**src/rtl/i2c_cmd_pkg.sv**
```systemverilog
package i2c_cmd_pkg;

  typedef enum logic [1:0] {
    MODE_SLV_RX = 2'd0,
    MODE_MST_TX = 2'd1,
    MODE_MST_RX = 2'd2
  } mode_e;

  typedef enum logic [1:0] {
    ACT_NONE,
    ACT_START,
    ACT_BYTE,
    ACT_STOP
  } act_e;

  typedef enum logic [3:0] {
    EN_IDLE,
    EN_HOLD,
    EN_S0,
    EN_S1,
    EN_S2,
    EN_BIT,
    EN_TAIL,
    EN_P0,
    EN_P1,
    EN_P2,
    EN_P3
  } eng_e;

  localparam int unsigned BYTE_W = 8;
  localparam int unsigned CMD_W  = BYTE_W + 3;

  // field order matches bit positions 10..0 of the word
  typedef struct packed {
    logic              sta;
    logic              sto;
    logic              ack;
    logic [BYTE_W-1:0] data;
  } cmd_t;

endpackage

```
**src/rtl/i2c_qtick.sv**
```systemverilog
module i2c_qtick #(
  parameter int unsigned QTR_CYC = 125
) (
  input  logic clk,
  input  logic rst_n,
  input  logic run,
  output logic tick
);
  localparam int unsigned CW = (QTR_CYC > 1) ? $clog2(QTR_CYC) : 1;
  localparam logic [CW-1:0] LAST = CW'(QTR_CYC - 1);

  logic [CW-1:0] cnt;

  always_ff @(posedge clk or negedge rst_n) begin
    if (!rst_n) begin
      cnt <= '0;
    end else if (!run || cnt == LAST) begin
      cnt <= '0;
    end else begin
      cnt <= cnt + 1'b1;
    end
  end

  assign tick = run && (cnt == LAST);
endmodule

```
**src/rtl/i2c_cmd_decode.sv**
```systemverilog
module i2c_cmd_decode
  import i2c_cmd_pkg::*;
(
  input  mode_e cur_mode,
  input  logic  sta,
  input  logic  sto,
  input  logic  dir_bit,
  output act_e  act,
  output mode_e next_mode,
  output logic  tx_dir
);
  always_comb begin
    act       = ACT_NONE;
    next_mode = cur_mode;
    tx_dir    = 1'b0;
    if (sta && !sto) begin
      act       = ACT_START;
      next_mode = dir_bit ? MODE_MST_RX : MODE_MST_TX;
      tx_dir    = 1'b1;
    end else if (!sta && sto) begin
      if (cur_mode != MODE_SLV_RX) begin
        act       = ACT_STOP;
        next_mode = MODE_SLV_RX;
      end
    end else if (cur_mode != MODE_SLV_RX) begin
      act    = ACT_BYTE;
      tx_dir = (cur_mode == MODE_MST_TX);
    end
  end
endmodule

```
**src/rtl/i2c_cmd_regs.sv**
```systemverilog
module i2c_cmd_regs
  import i2c_cmd_pkg::*;
#(
  parameter int unsigned WORD_W = 16
) (
  input  logic              clk,
  input  logic              rst_n,
  input  logic              wr_fire,
  input  cmd_t              wr_cmd,
  input  logic [BYTE_W-1:0] rx_byte,
  input  logic              rd_addr,
  input  logic [1:0]        rd_be,
  output cmd_t              cmd_q,
  output logic [WORD_W-1:0] rd_data
);
  localparam int unsigned LANE_W = WORD_W / 2;

  logic [WORD_W-1:0] word;

  always_ff @(posedge clk or negedge rst_n) begin
    if (!rst_n) begin
      cmd_q <= '0;
    end else if (wr_fire) begin
      cmd_q <= wr_cmd;
    end
  end

  always_comb begin
    if (rd_addr) word = WORD_W'(rx_byte);
    else         word = WORD_W'(cmd_q);
  end

  for (genvar g = 0; g < 2; g++) begin : g_lane
    assign rd_data[g*LANE_W +: LANE_W] = rd_be[g] ? word[g*LANE_W +: LANE_W] : '0;
  end
endmodule

```
**src/rtl/i2c_seq_engine.sv**
```systemverilog
module i2c_seq_engine
  import i2c_cmd_pkg::*;
(
  input  logic              clk,
  input  logic              rst_n,
  input  logic              tick,
  input  logic              go,
  input  act_e              act,
  input  logic              tx_dir,
  input  logic              ack_lvl,
  input  logic [BYTE_W-1:0] tx_byte,
  input  logic              sda_i,
  output logic              run,
  output logic              ready,
  output logic              irq,
  output logic              scl_low,
  output logic              sda_low,
  output logic [BYTE_W-1:0] rx_byte
);
  localparam int unsigned BW = $clog2(BYTE_W + 1);
  localparam logic [BW-1:0] ACK_IDX = BW'(BYTE_W);

  eng_e              st;
  logic [BW-1:0]     bit_idx;
  logic [1:0]        qtr;
  logic [BYTE_W-1:0] shreg;
  logic [BYTE_W-1:0] rxsh;
  logic              is_tx;
  logic              ack_drive;
  logic              sda_q;
  logic              irq_q;

  always_ff @(posedge clk or negedge rst_n) begin
    if (!rst_n) begin
      st        <= EN_IDLE;
      bit_idx   <= '0;
      qtr       <= '0;
      shreg     <= '0;
      rxsh      <= '0;
      rx_byte   <= '0;
      is_tx     <= 1'b0;
      ack_drive <= 1'b0;
      sda_q     <= 1'b0;
      irq_q     <= 1'b0;
    end else if (go) begin
      irq_q     <= 1'b0;
      shreg     <= tx_byte;
      is_tx     <= tx_dir;
      ack_drive <= !ack_lvl;
      bit_idx   <= '0;
      qtr       <= '0;
      unique case (act)
        ACT_START: st <= EN_S0;
        ACT_BYTE:  st <= EN_BIT;
        ACT_STOP:  st <= EN_P0;
        default:   st <= st;
      endcase
    end else if (tick) begin
      unique case (st)
        EN_S0: st <= EN_S1;
        EN_S1: begin
          sda_q <= 1'b1;            // SDA falls while SCL high: START
          st    <= EN_S2;
        end
        EN_S2: st <= EN_BIT;
        EN_BIT: begin
          qtr <= qtr + 1'b1;
          unique case (qtr)
            2'd0: begin
              if (bit_idx == ACK_IDX) sda_q <= is_tx ? 1'b0 : ack_drive;
              else                    sda_q <= is_tx ? !shreg[BYTE_W-1] : 1'b0;
            end
            2'd2: begin
              if (!is_tx && bit_idx != ACK_IDX) rxsh <= {rxsh[BYTE_W-2:0], sda_i};
            end
            2'd3: begin
              if (bit_idx == ACK_IDX) begin
                st <= EN_TAIL;
              end else begin
                bit_idx <= bit_idx + 1'b1;
                shreg   <= {shreg[BYTE_W-2:0], 1'b0};
              end
            end
            default: ;
          endcase
        end
        EN_TAIL: begin
          sda_q <= 1'b0;
          irq_q <= 1'b1;
          if (!is_tx) rx_byte <= rxsh;
          st <= EN_HOLD;
        end
        EN_P0: begin
          sda_q <= 1'b1;
          st    <= EN_P1;
        end
        EN_P1: st <= EN_P2;
        EN_P2: begin
          sda_q <= 1'b0;            // SDA rises while SCL high: STOP
          st    <= EN_P3;
        end
        EN_P3: st <= EN_IDLE;
        default: st <= st;
      endcase
    end
  end

  assign ready   = (st == EN_IDLE) || (st == EN_HOLD);
  assign run     = !ready;
  assign irq     = irq_q;
  assign sda_low = sda_q;

  always_comb begin
    unique case (st)
      EN_S0, EN_TAIL, EN_HOLD, EN_P0, EN_P1: scl_low = 1'b1;
      EN_BIT:                                scl_low = !qtr[1];
      default:                               scl_low = 1'b0;
    endcase
  end
endmodule

```
**src/rtl/i2c_cmd_ctrl.sv**
```systemverilog
module i2c_cmd_ctrl
  import i2c_cmd_pkg::*;
#(
  parameter int unsigned QTR_CYC = 125,
  parameter int unsigned WORD_W  = 16
) (
  input  logic              clk,
  input  logic              rst_n,
  input  logic              wr_valid,
  output logic              wr_ready,
  input  logic [1:0]        wr_be,
  input  logic [WORD_W-1:0] wr_data,
  input  logic              rd_addr,
  input  logic [1:0]        rd_be,
  output logic [WORD_W-1:0] rd_data,
  output logic              irq,
  output logic [1:0]        mode,
  output logic              scl_drive_low,
  output logic              sda_drive_low,
  input  logic              sda_i
);
  cmd_t              wr_cmd;
  cmd_t              cmd_q;
  logic              wr_fire;
  mode_e             mode_q;
  mode_e             mode_n;
  act_e              act;
  logic              tx_dir;
  logic              tick;
  logic              run;
  logic [BYTE_W-1:0] rx_byte;
  logic              unused_wr_hi;

  assign wr_cmd       = cmd_t'(wr_data[CMD_W-1:0]);
  assign unused_wr_hi = ^wr_data[WORD_W-1:CMD_W];
  assign wr_fire      = wr_valid && wr_ready && (&wr_be);

  i2c_cmd_decode u_dec (
    .cur_mode  (mode_q),
    .sta       (wr_cmd.sta),
    .sto       (wr_cmd.sto),
    .dir_bit   (wr_cmd.data[0]),
    .act       (act),
    .next_mode (mode_n),
    .tx_dir    (tx_dir)
  );

  always_ff @(posedge clk or negedge rst_n) begin
    if (!rst_n)       mode_q <= MODE_SLV_RX;
    else if (wr_fire) mode_q <= mode_n;
  end

  i2c_cmd_regs #(.WORD_W(WORD_W)) u_regs (
    .clk     (clk),
    .rst_n   (rst_n),
    .wr_fire (wr_fire),
    .wr_cmd  (wr_cmd),
    .rx_byte (rx_byte),
    .rd_addr (rd_addr),
    .rd_be   (rd_be),
    .cmd_q   (cmd_q),
    .rd_data (rd_data)
  );

  i2c_qtick #(.QTR_CYC(QTR_CYC)) u_tick (
    .clk   (clk),
    .rst_n (rst_n),
    .run   (run),
    .tick  (tick)
  );

  i2c_seq_engine u_eng (
    .clk     (clk),
    .rst_n   (rst_n),
    .tick    (tick),
    .go      (wr_fire),
    .act     (act),
    .tx_dir  (tx_dir),
    .ack_lvl (wr_cmd.ack),
    .tx_byte (wr_cmd.data),
    .sda_i   (sda_i),
    .run     (run),
    .ready   (wr_ready),
    .irq     (irq),
    .scl_low (scl_drive_low),
    .sda_low (sda_drive_low),
    .rx_byte (rx_byte)
  );

  assign mode = mode_q;
endmodule

```
**config.mk**
```make
export PLATFORM = sky130hd
export DESIGN_NAME = i2c_cmd_ctrl
export DESIGN_NICKNAME = d
export VERILOG_FILES = /design/src/rtl/i2c_cmd_pkg.sv /design/src/rtl/i2c_qtick.sv /design/src/rtl/i2c_cmd_decode.sv /design/src/rtl/i2c_cmd_regs.sv /design/src/rtl/i2c_seq_engine.sv /design/src/rtl/i2c_cmd_ctrl.sv
export SDC_FILE = /design/constraint.sdc
export NUM_CORES = 1
export LEC_CHECK = 0
export BUFFER_PORTS_ARGS = -buffer_cell sky130_fd_sc_hd__buf_4
export CAP_MARGIN = 20
export CELL_PAD_IN_SITES_DETAIL_PLACEMENT = 0
export CELL_PAD_IN_SITES_GLOBAL_PLACEMENT = 2
export CORE_UTILIZATION = 38
export DETAILED_ROUTE_END_ITERATION = 16
export PLACE_DENSITY = 0.81
export REMOVE_ABC_BUFFERS = 1
export SLEW_MARGIN = 20
export SYNTH_ARGS = -nofsm -noshare
export SYNTH_HDL_FRONTEND = slang
export SYNTH_SLANG_ARGS = --single-unit
```
**constraint.sdc**
```tcl
create_clock -name clk -period 5.9 [get_ports clk]
set_clock_uncertainty 0.1 [all_clocks]
set_input_delay 1.18 -clock clk [delete_from_list [all_inputs] [get_ports clk]]
set_output_delay 1.18 -clock clk [all_outputs]
set_load 0.1 [all_outputs]
```
==> out/results.tsv <==
stage	metric	value	unit
run_status	status	completed	
worst_setup_path	peak fanout along the critical path	9	
synthesis	number of flops mapped to enable cells by yosys	0	
timing	Setup TNS Final	0	ns
worst_setup_path	CP arrival	1.93	ns
synthesis	synthesis-stage register bit count	58	
timing	Slew Limit Headroom	0.499	
timing	Final min period	3.21	ns
drt	DR vias	2222	
timing	Pins Over Slew Limit	0	
die	core box area	7770	um^2
synthesis	Async SR Flop Fraction	1.00	
timing	hold slack final	0.373	ns
place	DP Wirelength	4050	um
clocking	CTS buffer count	9	
drt	Post-DRT Antenna Nets	0	
drt	Pre-antenna DRT Iters	4	
synthesis	XOR/XNOR Fraction of Synth Area	0.0257	
synthesis	Synth top cells by count	dfrtp_1, nand2_1, nor2_1	
synthesis	yosys warns	0	
power_and_ir_drop	leakage power	0.00178	uW
clocking	TritonCTS clock tree	done	
drt	final wirelength	6110	um
worst_setup_path	RR Endpoint	u_eng.rxsh[2]	
worst_setup_path	r2r setup slk	3.39	ns
power_and_ir_drop	pwr dens	237	nW/um^2
drt	final routed DRC violation total	0	
synthesis	Distinct cells, synth	46	
die	Die ar.	8420	um^2
place	Port Buffers	36	
synthesis	Mean Syn Cell Area	9.75	um^2
layout	utilization after layout	0.463	
die	Initial Utilization	0.394	
grt	gr ovfl total	0	
clocking	Sinks on Clock Net	58	
layout	share of cells above drive strength 1	0.217	
worst_setup_path	type of destination of the critical path	output pin	
timing	RSZ-0062 raised after global routing	false	
grt	GRT Overall Usage	0.164	
timing	# setup viols final	0	
die	I/O pin cnt	47	
synthesis	Post-Synth Adder-Cell Area	0.0368	
grt	vias in the first global route	2177	
worst_setup_path	worst setup path class	primary input to output pin	
synthesis	largest family of logic cells by synthesized area	simple AND/OR/NAND/NOR gates	
synthesis	most common cell in the netlist	dfrtp_1	
run	Max Cap Viol	0	
timing	Hold Fails Final Rpt	0	
clocking	Max Buffers Root-to-Sink	2	
layout	Layout fillers	785	
synthesis	sequential area share after synthesis	0.474	
worst_setup_path	Req. time, crit path	4.62	ns
synthesis	Post-Synthesis Cells	314	
worst_setup_path	reg2reg start	u_eng.st[1]	
clocking	Hold-fix buffers, CTS	0	
grt	largest net degree at the start of global routing	59	
die	Die Wd	91.8	um
clocking	Setup Fix Bufs, Post-CTS	0	
drt	Detailed Route Iter0 Violations	105	
power_and_ir_drop	largest vdd supply drop	0.0000935	V
timing	Final period util	0.544	
die	chip height	91.8	um
die	Rows	32	
synthesis	Synth Flop Type	dfrtp_1	
layout	Layout area overhead	17.4	%
hold_path	WHS Endpoint	u_regs.cmd_q[8]	
timing	worst-margin pin slew	0.752	ns
layout	final layout net count	379	
synthesis	Synth Area in Compound Gates	0.0846	
clocking	H-tree depth	3	
synthesis	Cell Area, Synth	3060	um^2
hold_path	Hold WC Path Type	flop to flop	
place	GPL Wtd Cong	0.708	
synthesis	post-synthesis mux area share	0.115	
layout	Antenna Cells	0	
synthesis	Area contributors post-synth	dfrtp_1, nand2_1, mux2i_1	
worst_setup_path	Startpoint Class	primary input	
worst_setup_path	Reg2Reg Depth	5	
hold_path	Min-Delay Path Depth	2	
timing	fmax	311	MHz
hold_path	min-delay src	u_regs.cmd_q[8]	
synthesis	top cell type's share of synthesized area	0.474	
synthesis	Synth area leader	dfrtp_1	
grt	initial antenna violation count	0	
grt	first-pass GRT wire length	10700	um
clocking	Root Buffer	clkbuf_8	
clocking	PostCTS Resize Cnt	0	
drt	Wirelength per Cell	13.5	um
drt	vias per inst	4.92	
clocking	Reg clk slew, reported paths	0.07	ns
synthesis	Synth Area in Simple Gates	0.212	
clocking	Skew-Pair Late Insertion Delay	0.33	ns
[routing by layer]
layer / GRT usage / share of wire / vias to the layer above
met5: 0 / 0 / -
li1: - / - / 1110
met4: 0.0703 / 0.014 / 0
met3: 0.0357 / 0.037 / 6
met1: 0.226 / 0.50 / 1065
met2: 0.248 / 0.45 / 41
[state kept, by name, indices dropped and copies added, names as in the netlist]
| signal | cells |
|---|---|
| u_eng.rx_byte | 8 |
| mode | 2 |
| u_eng.is_tx | 1 |
| u_eng.qtr | 2 |
| u_eng.rxsh | 8 |
| u_regs.cmd_q | 11 |
| u_eng.ack_drive | 1 |
| u_eng.st | 4 |
| u_tick.cnt | 7 |
| u_eng.sda_low | 1 |
| u_eng.bit_idx | 4 |
| u_eng.irq | 1 |
| u_eng.shreg | 8 |
[report_power, final]
group,leakage (uW),internal (uW),switching [uW]
Clock,0.000114,241,175
Sequential,0.000723,397,0
Combinational,0.000943,11.2,28.8
Total,0.00178,650,204
[worst max path at each step]
stage	from	to	slack [ns]
6_report	rd_addr	rd_data[8]	2.69
5_1_grt	rd_addr	rd_data[9]	2.59
4_1_cts	rd_addr	rd_data[9]	2.67
3_5_place_dp	rd_addr	rd_data[9]	2.67
3_3_place_gp	rd_addr	rd_data[10]	2.67
2_1_floorplan	u_eng.st[1]	u_eng.rxsh[0]	0.64
[placed cells by master, fill, tap and decap left out, types with 10 or more instances in the layout]
master and n:
dfrtp_1 58, nand2_1 56, buf_4 37, nor2_1 28
mux2i_1 13, nor2b_1 13, inv_1 11, o21ai_0 10
a21oi_1 10
[worst max-delay path: stages]
cell and delay [ns]:
buf_4 0.17, nor2b_1 0.16, and2_1 0.14, buf_4 0.28
[kinds of logic after synthesis]
kind of cell / Yosys count
multiplexers: 30
XOR/XNOR: 9
flip-flops: 58
buffers and inverters: 32
other: 1
adder cells (fa/ha/maj): 9
AO/OA/AOI/OAI: 41
AND/OR/NAND/NOR: 134
[area by class of cell]
class | count | area [um^2] | area share
clock buffers | 9 | 124 | 0.0344
clock inverters | 7 | 104 | 0.0289
inverters | 11 | 41.3 | 0.0115
multi-input cells | 228 | 1470 | 0.409
flip-flops and latches | 58 | 1450 | 0.403
well taps | 102 | 128 | 0.0355
repair buffers | 37 | 278 | 0.0772
[through the flow]
stage | instance area (um^2) | total power, uW | instances | worst slack [ns]
3_3_place_gp | 3370 | 446 | 436 | 2.67
4_1_cts | 3600 | 863 | 452 | 2.67
6_report | 3600 | 854 | 452 | 2.69
2_1_floorplan | 2960 | 424 | 297 | 0.644
3_5_place_dp | 3370 | 446 | 436 | 2.67
5_1_grt | 3600 | 883 | 452 | 2.59
Power figures use the tool's default switching activity.
